--- config.mk ---
export PLATFORM = sky130hd
export DESIGN_NAME = wbd_deser
export DESIGN_NICKNAME = d
export VERILOG_FILES = /design/src/rtl/wbd_pkg.sv /design/src/rtl/wbd_sync.sv /design/src/rtl/wbd_shift.sv /design/src/rtl/wbd_deser.sv
export SDC_FILE = /design/constraint.sdc
export NUM_CORES = 1
export LEC_CHECK = 0
export ABC_AREA = 0
export BUFFER_PORTS_ARGS = -buffer_cell sky130_fd_sc_hd__buf_2
export CORE_MARGIN = 3
export CORE_UTILIZATION = 40
export CTS_CLUSTER_DIAMETER = 200
export DETAILED_ROUTE_END_ITERATION = 16
export GPL_TIMING_DRIVEN = 0
export PLACE_DENSITY_LB_ADDON = 0.08
export SYNTH_ARGS = -nofsm -noshare
export SYNTH_HDL_FRONTEND = slang
export SYNTH_SLANG_ARGS = --single-unit
--- constraint.sdc ---
create_clock -name clk -period 2.3 [get_ports clk]
set_input_delay 0.23 -clock clk [delete_from_list [all_inputs] [get_ports clk]]
set_output_delay 0.23 -clock clk [all_outputs]
set_load 0.01 [all_outputs]
--- src/rtl/wbd_pkg.sv ---
package wbd_pkg;
    typedef enum logic [1:0] {
        ST_OFF,
        ST_WAKE,
        ST_COLLECT,
        ST_HOLD
    } wbd_state_e;
endpackage

--- src/rtl/wbd_sync.sv ---
module wbd_sync #(
    parameter int WIDTH  = 2,
    parameter int STAGES = 2
) (
    input  logic             clk,
    input  logic             rst_n,
    input  logic [WIDTH-1:0] din,
    output logic [WIDTH-1:0] dout
);
    for (genvar b = 0; b < WIDTH; b++) begin : g_bit
        logic [STAGES-1:0] chain;
        always_ff @(posedge clk or negedge rst_n) begin
            if (!rst_n) chain <= '0;
            else        chain <= {chain[STAGES-2:0], din[b]};
        end
        assign dout[b] = chain[STAGES-1];
    end
endmodule

--- src/rtl/wbd_shift.sv ---
module wbd_shift #(
    parameter int WORD_W = 24,
    parameter int PAY_W  = 22,
    localparam int CNT_W = $clog2(WORD_W + 2)
) (
    input  logic             clk,
    input  logic             rst_n,
    input  logic             clr,
    input  logic             shift_en,
    input  logic             bit_in,
    output logic [PAY_W-1:0] word,
    output logic [CNT_W-1:0] count
);
    localparam logic [CNT_W-1:0] CNT_SAT = CNT_W'(WORD_W + 1);

    always_ff @(posedge clk or negedge rst_n) begin
        if (!rst_n) begin
            count <= '0;
        end else if (clr) begin
            count <= '0;
        end else if (shift_en && count != CNT_SAT) begin
            count <= count + 1'b1;
        end
    end

    // Bits past the payload width are counted but not stored.
    always_ff @(posedge clk or negedge rst_n) begin
        if (!rst_n) begin
            word <= '0;
        end else if (shift_en && !clr) begin
            for (int i = 0; i < PAY_W; i++) begin
                if (count == CNT_W'(i)) word[i] <= bit_in;
            end
        end
    end

    p_cnt_bound_r6: assert property (@(posedge clk) disable iff (!rst_n)
        count <= CNT_SAT);
endmodule

--- src/rtl/wbd_deser.sv ---
module wbd_deser #(
    parameter int WORD_W      = 24,
    parameter int PAY_W       = 22,
    parameter int SYNC_STAGES = 2,
    parameter int WAKE_CYC    = 4,
    parameter int STRB_CYC    = 2
) (
    input  logic             clk,
    input  logic             rst_n,
    input  logic             link_en,
    input  logic             ser_clk,
    input  logic             ser_dat,
    output logic [PAY_W-1:0] par_data,
    output logic             word_clk,
    output logic             frame_err
);
    import wbd_pkg::*;

    localparam int CNT_W   = $clog2(WORD_W + 2);
    localparam int TMR_MAX = (WAKE_CYC > STRB_CYC) ? WAKE_CYC : STRB_CYC;
    localparam int TMR_W   = $clog2(TMR_MAX + 1);

    wbd_state_e       state, state_nxt;
    logic [1:0]       sync_out;
    logic             sclk_s, sdat_s, sclk_d, sdat_d;
    logic             rise, fall, bnd;
    logic             accept, err;
    logic             sh_clr, sh_en;
    logic [PAY_W-1:0] sh_word;
    logic [CNT_W-1:0] sh_cnt;
    logic [TMR_W-1:0] tmr;

    wbd_sync #(.WIDTH(2), .STAGES(SYNC_STAGES)) u_sync (
        .clk  (clk),
        .rst_n(rst_n),
        .din  ({ser_dat, ser_clk}),
        .dout (sync_out)
    );
    assign sclk_s = sync_out[0];
    assign sdat_s = sync_out[1];

    always_ff @(posedge clk or negedge rst_n) begin
        if (!rst_n) begin
            sclk_d <= 1'b0;
            sdat_d <= 1'b0;
        end else begin
            sclk_d <= sclk_s;
            sdat_d <= sdat_s;
        end
    end

    assign rise   = sclk_s && !sclk_d;
    assign fall   = !sclk_s && sclk_d;
    assign bnd    = sclk_s && sclk_d && (sdat_s ^ sdat_d);
    assign accept = (state == ST_COLLECT) && bnd && (sh_cnt == CNT_W'(WORD_W));
    assign err    = (state == ST_COLLECT) && bnd && (sh_cnt != CNT_W'(WORD_W));
    assign sh_en  = (state == ST_COLLECT) && rise;
    assign sh_clr = (state == ST_OFF) || (state == ST_WAKE) || ((state == ST_COLLECT) && bnd);

    wbd_shift #(.WORD_W(WORD_W), .PAY_W(PAY_W)) u_shift (
        .clk     (clk),
        .rst_n   (rst_n),
        .clr     (sh_clr),
        .shift_en(sh_en),
        .bit_in  (sdat_s),
        .word    (sh_word),
        .count   (sh_cnt)
    );

    // State register
    always_ff @(posedge clk or negedge rst_n) begin
        if (!rst_n) state <= ST_OFF;
        else        state <= state_nxt;
    end

    // Next-state logic
    always_comb begin
        state_nxt = state;
        unique case (state)
            ST_OFF:     if (link_en) state_nxt = ST_WAKE;
            ST_WAKE:    if (tmr == '0) state_nxt = ST_COLLECT;
            ST_COLLECT: if (bnd) state_nxt = ST_HOLD;
            ST_HOLD:    if (fall) state_nxt = ST_COLLECT;
        endcase
        if (!link_en) state_nxt = ST_OFF;
    end

    // Output registers
    always_ff @(posedge clk or negedge rst_n) begin
        if (!rst_n) begin
            par_data  <= '0;
            word_clk  <= 1'b1;
            frame_err <= 1'b0;
            tmr       <= '0;
        end else if (!link_en || state == ST_OFF) begin
            par_data  <= '0;
            frame_err <= 1'b0;
            if (link_en) begin
                word_clk <= 1'b0;
                tmr      <= TMR_W'(WAKE_CYC - 1);
            end else begin
                word_clk <= 1'b1;
                tmr      <= '0;
            end
        end else begin
            frame_err <= err;
            if (accept) begin
                par_data <= sh_word;
                word_clk <= 1'b0;
                tmr      <= TMR_W'(STRB_CYC - 1);
            end else if (!word_clk) begin
                if (tmr == '0) word_clk <= 1'b1;
                else           tmr <= tmr - 1'b1;
            end
        end
    end

    p_off_idle_r1: assert property (@(posedge clk) disable iff (!rst_n)
        $past(!link_en) |-> (word_clk && par_data == '0 && !frame_err));
    p_once_r4: assert property (@(posedge clk) disable iff (!rst_n)
        $onehot0({frame_err, $fell(word_clk)}));
    p_err_pulse_r6: assert property (@(posedge clk) disable iff (!rst_n)
        frame_err |=> !frame_err);
    p_err_hold_r6: assert property (@(posedge clk) disable iff (!rst_n)
        frame_err |-> $stable(par_data));
    p_strobe_data_r7: assert property (@(posedge clk) disable iff (!rst_n)
        (!$stable(par_data) && state != ST_OFF) |-> !word_clk);
endmodule

==> results.yml, run 1 <==
route:
  wirelength_microns: 5690
  ant_nets: 0
  vias: 2019
  post_drt_wl_per_cell_microns: 14.2
  viasPerCell: 5.03
  dr.pass1.iters: 4
  drcViolationCount: 0
  drt_iter0_drc: 114
placement:
  placedCellCount: 383
  place.port_buffers: 28
  gp_congestion: 0.785
  dp_slack_ns: 0.286
  dp_hpwl_microns: 3960
timing:
  fin_skew_ns: 0.00723
  slew_headroom_pct: 47.7
  max_freq_mhz: 502
  hold_violations: 35
  setup_tns_ns: 0
  post-route-period-util_pct: 86.5
  period_minus_slack_ns: 1.99
  finalSetupViolations: 0
  worstMarginPinSlew_ns: 0.784
  finalMaxSlewViolations: 0
  whs_ns: -0.0451
  rsz0062_at_grt: "false"
  worst_slack_ns: 0.310
layout:
  n_antenna_cell: 0
  final_layout_size_suffix_gt1_share_pct: 18.7
  multi_input_area_sq_mm: 0.00123
  fin_nets: 312
  synthToLayoutAreaGrowth_pct: 16.1
  layout_common_cells: "dfrtp_1, nand2_1, buf_2"
  final_util_pct: 48.9
  seq_area_sq_mm: 0.00155
  fin_cells: 401
  final_common_cell: "dfrtp_1"
  fill_cells: 687
worst_setup_path:
  critPathMaxFanout: 10
  critical_path_class: "flip-flop to flip-flop"
  crit_path_start_kind: "flip-flop"
  cp.required_ns: 2.56
  critical_path_arrival_ns: 2.25
  end_kind: "flip-flop"
status:
  outcome: "finished with violations"
  violations: "negative hold slack"
floorplanning:
  start_util_pct: 42.1
  dieArea_sq_mm: 0.00832
  die_h_microns: 91.2
  core_sq_mm: 0.00691
  die_w_microns: 91.2
  row_count: 30
  ios: 29
cts:
  clock_path_buffers: 2
  clk_pin_slew_ns: 0.07
  cts_resized: 0
  htree_levels: 3
  cts_tree: "yes"
  root_buffer: "clkbuf_8"
  post_cts_buffers: 0
  cts.sinks: 62
  clk_latency_ns: 0.34
  numCtsBuffers: 9
global_routing:
  grt_max_degree: 63
  grt_pass1_wl_microns: 10100
  antenna_found_initial: 0
  grt-ovfl-total: 0
  grt_usage_pct: 15.3
  first_global_vias: 2022
logic_synthesis:
  syn-num-nets: 271
  synth_cell_type_count: 39
  syn_area_sq_mm: 0.00291
  ys.flop_type: "dfrtp_1"
  netlist_instances: 259
  postSynth.asyncResetShare_pct: 100
  synth_edf_count: 0
  avgSynthCellArea_sq_um: 11.2
  yosysWarnings: 0
  yosys_register_bits: 62
  ys_seq_area_share_pct: 53.4
power:
  worst_ir_drop_vdd_mv: 0.231
  p_leak_uw: 0.00157
  power.density_mw_per_mm2: 665
hold_path:
  hold_class: "input port to async pin"
run:
  cap_viol_max_count: 0
## timing repair
item	CTS	global route
endpoints found under the hold margin	2	0
hold buffers	2	0
endpoints found under the setup margin	0	0
## routing by layer
metal | GRT usage (%) | up-vias | share of wire, %
met5 | 0 | - | 0
met4 | 8.04 | 0 | 1.9
met3 | 3.31 | 8 | 4.0
met2 | 21.1 | 40 | 42
met1 | 22.3 | 985 | 52
li1 | - | 986 | -
## report_power, final
group          internal (uW)  leakage, uW  switching [uW]
Sequential              1120     0.000842            24.1
Combinational           73.5     0.000631             130
Clock                    476    0.0000954             417
Total                   1670      0.00157             571
## flip-flops by register name (all words and copies together), names as in the netlist
name and count:
par_data 22, u_shift.word 22, u_shift.count 5, u_sync.g_bit.chain 4, tmr 3, state 2
frame_err 1, sclk_d 1, sdat_d 1, word_clk 1
## logic make-up (layout without fill, tap and decap cells)
kind of cell / count (synthesis) / count (layout) / synth area share, %
fa+ha+maj: 7 / 7 / 3.01
xor+xnor: 1 / 1 / 0.301
buf+inv: 24 / 70 / 4.18
simple gates: 97 / 97 / 17.6
flops: 62 / 62 / 53.4
compound gates: 23 / 23 / 4.99
mux: 45 / 45 / 16.4
## cell type report
cell class,instances,share of cell area [%]
buffer,17,2.82
clock buffer,13,5.00
clock inverter,3,0.519
inverter,7,0.778
multi-input combinational,173,36.5
sequential,62,46.0
tap,96,3.56
timing repair buffer,30,4.82
## Yosys cell counts, types with 2 or more instances
| master | count | area, sq um |
|---|---|---|
| a21oi_1 | 5 | 25.0 |
| buf_2 | 7 | 35.0 |
| buf_4 | 2 | 15.0 |
| buf_6 | 2 | 22.5 |
| clkbuf_1 | 6 | 22.5 |
| dfrtp_1 | 61 | 1530 |
| ha_1 | 7 | 87.6 |
| inv_1 | 7 | 26.3 |
| mux2_1 | 22 | 248 |
| mux2i_1 | 23 | 230 |
| nand2_1 | 47 | 176 |
| nand3_1 | 15 | 75.1 |
| nand4_1 | 9 | 56.3 |
| nand4b_1 | 2 | 17.5 |
| nor2_1 | 4 | 15.0 |
| nor2b_1 | 8 | 50.1 |
| nor3b_1 | 2 | 15.0 |
| o21a_1 | 2 | 15.0 |
| o21ai_0 | 5 | 25.0 |
| o21ai_1 | 4 | 20.0 |
## metrics by stage
stage,power [uW],area [sq um]
6_report,2240,3380
5_1_grt,2360,3380
4_1_cts,2280,3380
3_5_place_dp,1370,3170
3_3_place_gp,1370,3170
2_1_floorplan,1300,2910
## critical path, cell delays in order, from the launching register on
cell      delay (ns)
dfrtp_1         0.42
inv_1           0.12
ha_1            0.24
nand4b_1        0.19
nor3_4          0.49
buf_6           0.26
mux2i_1         0.20
## worst paths after layout
path,slack [ns],start,end,depth (start not counted)
max,0.31,u_shift.count[0],par_data[11],6
min,-0.05,rst_n,par_data[12],1
max reg2reg,0.31,u_shift.count[0],par_data[11],6
min reg2reg,0.35,u_sync.g_bit[0].chain[0],u_sync.g_bit[0].chain[1],0
max in group asynchronous,1.80,rst_n,u_sync.g_bit[1].chain[1],1
min in group clk,0.12,link_en,word_clk,2
Note: power is estimated with default switching activity, not from simulation.
==> inputs of run 2 (changes only) <==
Settings changed: SYNTH_HIERARCHICAL set to 1.
==> results.yml, run 2 <==
timing:
  worstMarginPinSlew_ns: 0.792
  finalSetupViolations: 0
  finalMaxSlewViolations: 0
  slew_headroom_pct: 47.2
  period_minus_slack_ns: 2.09
  max_freq_mhz: 478
  setup_tns_ns: 0
  hold_violations: 0
  post-route-period-util_pct: 90.9
  rsz0062_at_grt: "false"
  fin_skew_ns: 0.0133
  worst_slack_ns: 0.209
layout:
  fin_nets: 318
  layout_common_cells: "dfrtp_1, nand3_1, buf_2"
  final_common_cell: "dfrtp_1"
  final_layout_size_suffix_gt1_share_pct: 31.9
  fin_cells: 406
  top_regs: "par_data x22, u_shift/word x22, u_shift/count x5"
  n_antenna_cell: 0
  synthToLayoutAreaGrowth_pct: 18.2
logic_synthesis:
  synth_largest_area_cell: "dfrtp_1"
  synthTopCellsByArea: "dfrtp_1, mux2_2, nand3_1"
  ys_seq_area_share_pct: 52.0
  avgSynthCellArea_sq_um: 11.4
  synth_cell_type_count: 48
  synth.most_common_cell: "dfrtp_1"
  netlist_instances: 263
  ys.flop_type: "dfrtp_1"
  synth_edf_count: 0
  yosys_register_bits: 62
  syn-num-nets: 275
  netlist.area_leader.share_pct: 51.1
  synthTopCellsByCount: "dfrtp_1, nand3_1, a21oi_1, mux2_2, o21ai_1"
  postSynth.asyncResetShare_pct: 100
  yosysWarnings: 6
  syn_area_sq_mm: 0.00299
worst_setup_path:
  reg2reg_depth: 9
  cp.required_ns: 2.53
  cpMostUsedCell: "buf_6"
  cp_cell_sequence: "buf_4 > xor2_4 > nand4_4 > buf_6 > nand2_1 > buf_6 > and4bb_2 > nand3_1 > mux2_2"
  crit_path_start_kind: "flip-flop"
  end_kind: "flip-flop"
  critPathMaxFanout: 10
  critical_path_arrival_ns: 2.33
  cp_slowest_cell: "dfrtp_1"
  crit_path_max_incr_delay_ns: 0.36
  critical_path_class: "flip-flop to flip-flop"
cts:
  cts_tree: "yes"
  clk_latency_ns: 0.34
  clock_path_buffers: 2
  clk_pin_slew_ns: 0.08
  htree_levels: 3
  cts.sinks: 62
  numCtsBuffers: 9
  root_buffer: "clkbuf_8"
power:
  power.density_mw_per_mm2: 682
  worst_ir_drop_vdd_mv: 0.305
  p_leak_uw: 0.00160
  power_uw: 2410
route:
  routed-wl-met2_microns: 2800
  drt_iter0_drc: 92
  vias: 2052
  drt-met1-wl_microns: 3070
  ant_nets: 0
  wirelength_microns: 6190
  highest_layer: "met4"
  drcViolationCount: 0
  viasPerCell: 5.05
  dr_wl_met3_microns: 201
  dr.pass1.iters: 4
  post_drt_wl_per_cell_microns: 15.2
run:
  cap_viol_max_count: 0
placement:
  placedCellCount: 387
  dp_slack_ns: -0.0647
  dp_hpwl_microns: 4210
  place.port_buffers: 28
  gp_congestion: 0.822
floorplanning:
  die_h_microns: 92.4
  core_sq_mm: 0.00702
  die_w_microns: 92.4
  dieArea_sq_mm: 0.00854
  row_count: 30
  ios: 29
  start_util_pct: 42.5
hold_path:
  hold_depth: 2
  hold_class: "input port to flip-flop"
status:
  outcome: "complete, no violations"
global_routing:
  first_global_vias: 2064
  antenna_found_initial: 0
  grt_usage_pct: 16.0
  grt-ovfl-total: 0
  grt_max_degree: 63
  grt_pass1_wl_microns: 10600
[run 2: cell type report]
| type | instances | area (sq um) |
|---|---|---|
| fillers | 662 | 3490 |
| flip-flops and latches | 62 | 1550 |
| multi-input cells | 175 | 1230 |
| plain buffers | 19 | 196 |
| repair buffers | 32 | 180 |
| clock buffers | 11 | 151 |
| well taps | 96 | 120 |
| clock inverters | 4 | 70.1 |
| inverters | 7 | 26.3 |
[run 2: metal layers]
metal,up-vias,GRT usage (%)
met5,-,0
met4,0,7.05
met3,10,3.74
met2,33,24.8
met1,987,21.4
li1,1022,-
[run 2: worst max-delay path: cells and delay by family, from the launching register on]
| family | cells | cell delay (ns) |
|---|---|---|
| XOR/XNOR | 1 | 0.18 |
| buffers and inverters | 3 | 0.48 |
| flip-flops | 1 | 0.36 |
| multiplexers | 1 | 0.33 |
| AND/OR/NAND/NOR | 4 | 0.63 |
[run 2: kinds of logic after synthesis]
logic type,after synthesis,share of synthesized area [%]
flip-flops,62,52.0
multiplexers,25,9.35
buffers and inverters,26,7.25
AO/OA/AOI/OAI,57,10.5
XOR/XNOR,3,1.13
adder cells (fa/ha/maj),7,2.93
AND/OR/NAND/NOR,83,16.8
[run 2: power breakdown]
part / switching [uW] / internal [uW] / total, uW
combinational: 123 / 80.1 / 203
sequential: 17.9 / 1120 / 1130
clock: 413 / 659 / 1070
[run 2: final timing paths]
check,end,slack [ns],from
setup reg to reg,u_shift/word[13],0.21,u_sync/g_bit[1].chain[1]
min in group asynchronous,tmr[0],0.51,rst_n
hold / removal,word_clk,0.10,link_en
max in group asynchronous,frame_err,1.25,rst_n
hold reg to reg,u_sync/g_bit[1].chain[1],0.35,u_sync/g_bit[1].chain[0]
setup / recovery,u_shift/word[13],0.21,u_sync/g_bit[1].chain[1]
[run 2: what timing repair did]
item	CTS	global route
hold buffers	3	0
pin swaps	0	1
resized for setup	2	2
hold endpoints to repair	15	0
setup buffers	0	1
setup endpoints to repair	7	14
[run 2: metrics by stage]
step / hold slack (ns) / utilization, % / area (sq um)
floorplan: -0.0656 / - / 2990
global placement: 0.334 / 46.2 / 3250
detailed placement: 0.336 / 46.3 / 3250
CTS: 0.0752 / 50.1 / 3510
global route: 0.114 / 50.3 / 3530
finish: 0.101 / 50.3 / 3530
==> inputs of run 3 (changes only) <==
Settings changed: CORE_UTILIZATION 40 to 45, SETUP_SLACK_MARGIN set to 0.5.
==> results.yml, run 3 (synthesis gave the netlist of run 2 again) <==
status:
  outcome: "finished with violations"
  violations: "negative hold slack"
floorplanning:
  ios: 29
  core_sq_mm: 0.00639
  dieArea_sq_mm: 0.00765
  start_util_pct: 46.7
  die_w_microns: 87.5
  die_h_microns: 87.5
  row_count: 29
timing:
  whs_ns: -0.0406
  finalMaxSlewViolations: 0
  finalSetupViolations: 0
  post-route-period-util_pct: 81.4
  period_minus_slack_ns: 1.87
  rsz0062_at_grt: "true"
  worstMarginPinSlew_ns: 0.787
  setup_tns_ns: 0
  fin_skew_ns: 0.00937
  max_freq_mhz: 534
  hold_violations: 51
  slew_headroom_pct: 47.5
cts:
  clk_latency_ns: 0.34
  clk_pin_slew_ns: 0.07
  clock_path_buffers: 2
  cts.sinks: 62
  numCtsBuffers: 9
  cts_tree: "yes"
  htree_levels: 3
  root_buffer: "clkbuf_8"
worst_setup_path:
  crit_path_max_incr_delay_ns: 0.37
  cp_slowest_cell: "dfrtp_1"
  cp_num_buf_inv: 3
  critical_path_class: "flip-flop to flip-flop"
  critPathMaxFanout: 4
  critical_path_arrival_ns: 2.10
  end_kind: "flip-flop"
  crit_path_start_kind: "flip-flop"
  cp_top_family: "simple AND/OR/NAND/NOR gates"
  cp.required_ns: 2.53
  cpMostUsedCell: "buf_6"
  cp_cell_sequence: "buf_6 > xor2_4 > nand4_4 > buf_8 > nand2_4 > buf_6 > and4bb_2 > nand2_2 > mux2_4"
placement:
  dp_hpwl_microns: 4110
  gp_congestion: 0.834
  place.port_buffers: 28
  placedCellCount: 368
layout:
  fin_nets: 326
  synthToLayoutAreaGrowth_pct: 24.4
  final_layout_size_suffix_gt1_share_pct: 39.8
  fin_cells: 396
  final_common_cell: "dfrtp_1"
  n_antenna_cell: 0
  top_regs: "par_data x22, u_shift/word x22, u_shift/count x5"
  layout_common_cells: "dfrtp_1, buf_2, nand3_1, a21oi_1, o21ai_1"
global_routing:
  antenna_found_initial: 0
  grt_max_degree: 63
  grt_pass1_wl_microns: 10800
  grt_usage_pct: 18.7
  grt-ovfl-total: 0
  first_global_vias: 2185
route:
  drt_iter0_drc: 130
  wirelength_microns: 6370
  post_drt_wl_per_cell_microns: 16.1
  vias: 2151
  drcViolationCount: 0
  ant_nets: 0
  viasPerCell: 5.43
  dr.pass1.iters: 4
run:
  cap_viol_max_count: 0
power:
  p_leak_uw: 0.00168
  worst_ir_drop_vdd_mv: 0.388
  power.density_mw_per_mm2: 633
  power_uw: 2350
hold_path:
  hold_class: "input port to async pin"
-- run 3: per-layer routing --
layer / GRT usage, % / routed length [microns] / vias up / part of all wire [%]
li1: - / - / 1034 / -
met4: 8.23 / 82 / 0 / 1.3
met5: 0 / 0 / - / 0
met3: 5.58 / 241 / 9 / 3.8
met1: 25.2 / 3070 / 1071 / 48
met2: 27.8 / 2980 / 37 / 47
-- run 3: layout make-up --
type	instances	area, sq um
Inverter	7	26.3
Buffer	19	216
Sequential cell	62	1550
Multi-Input combinational cell	175	1370
Fill cell	579	2670
Clock inverter	3	42.5
Timing Repair Buffer	40	254
Clock buffer	13	159
Tap cell	77	96.3
-- run 3: worst paths after layout --
kind                                          startpoint                  endpoint  slack [ns]  cells after the start
worst min register to register  u_sync/g_bit[0].chain[0]  u_sync/g_bit[0].chain[1]        0.35                      0
worst max register to register  u_sync/g_bit[1].chain[1]           u_shift/word[3]        0.43                      9
worst min-delay path                               rst_n                    tmr[0]       -0.04                      1
worst max-delay path            u_sync/g_bit[1].chain[1]           u_shift/word[3]        0.43                      9
max in group asynchronous                          rst_n                  state[0]        1.80                      1
min in group clk                                 link_en                  word_clk        0.11                      2
-- run 3: where the power goes --
group          switching, uW  total, uW  internal, uW
combinational            135        239           104
clock                    418        977           559
sequential              17.4       1130          1120
-- run 3: stage by stage --
step	instance area [sq um]	utilization (%)	setup slack (ns)
6_report	3710	58.2	0.428
3_5_place_dp	3320	52.0	0.229
2_1_floorplan	3080	-	0.439
3_3_place_gp	3320	51.9	0.245
4_1_cts	3600	56.4	0.435
5_1_grt	3710	58.2	0.367
-- run 3: repair_timing --
action,in CTS,in global routing
setup buffers,5,5
resized for setup,7,17
setup endpoints to repair,25,23
hold buffers,2,0
pin swaps,2,4
endpoints found under the hold margin,2,0
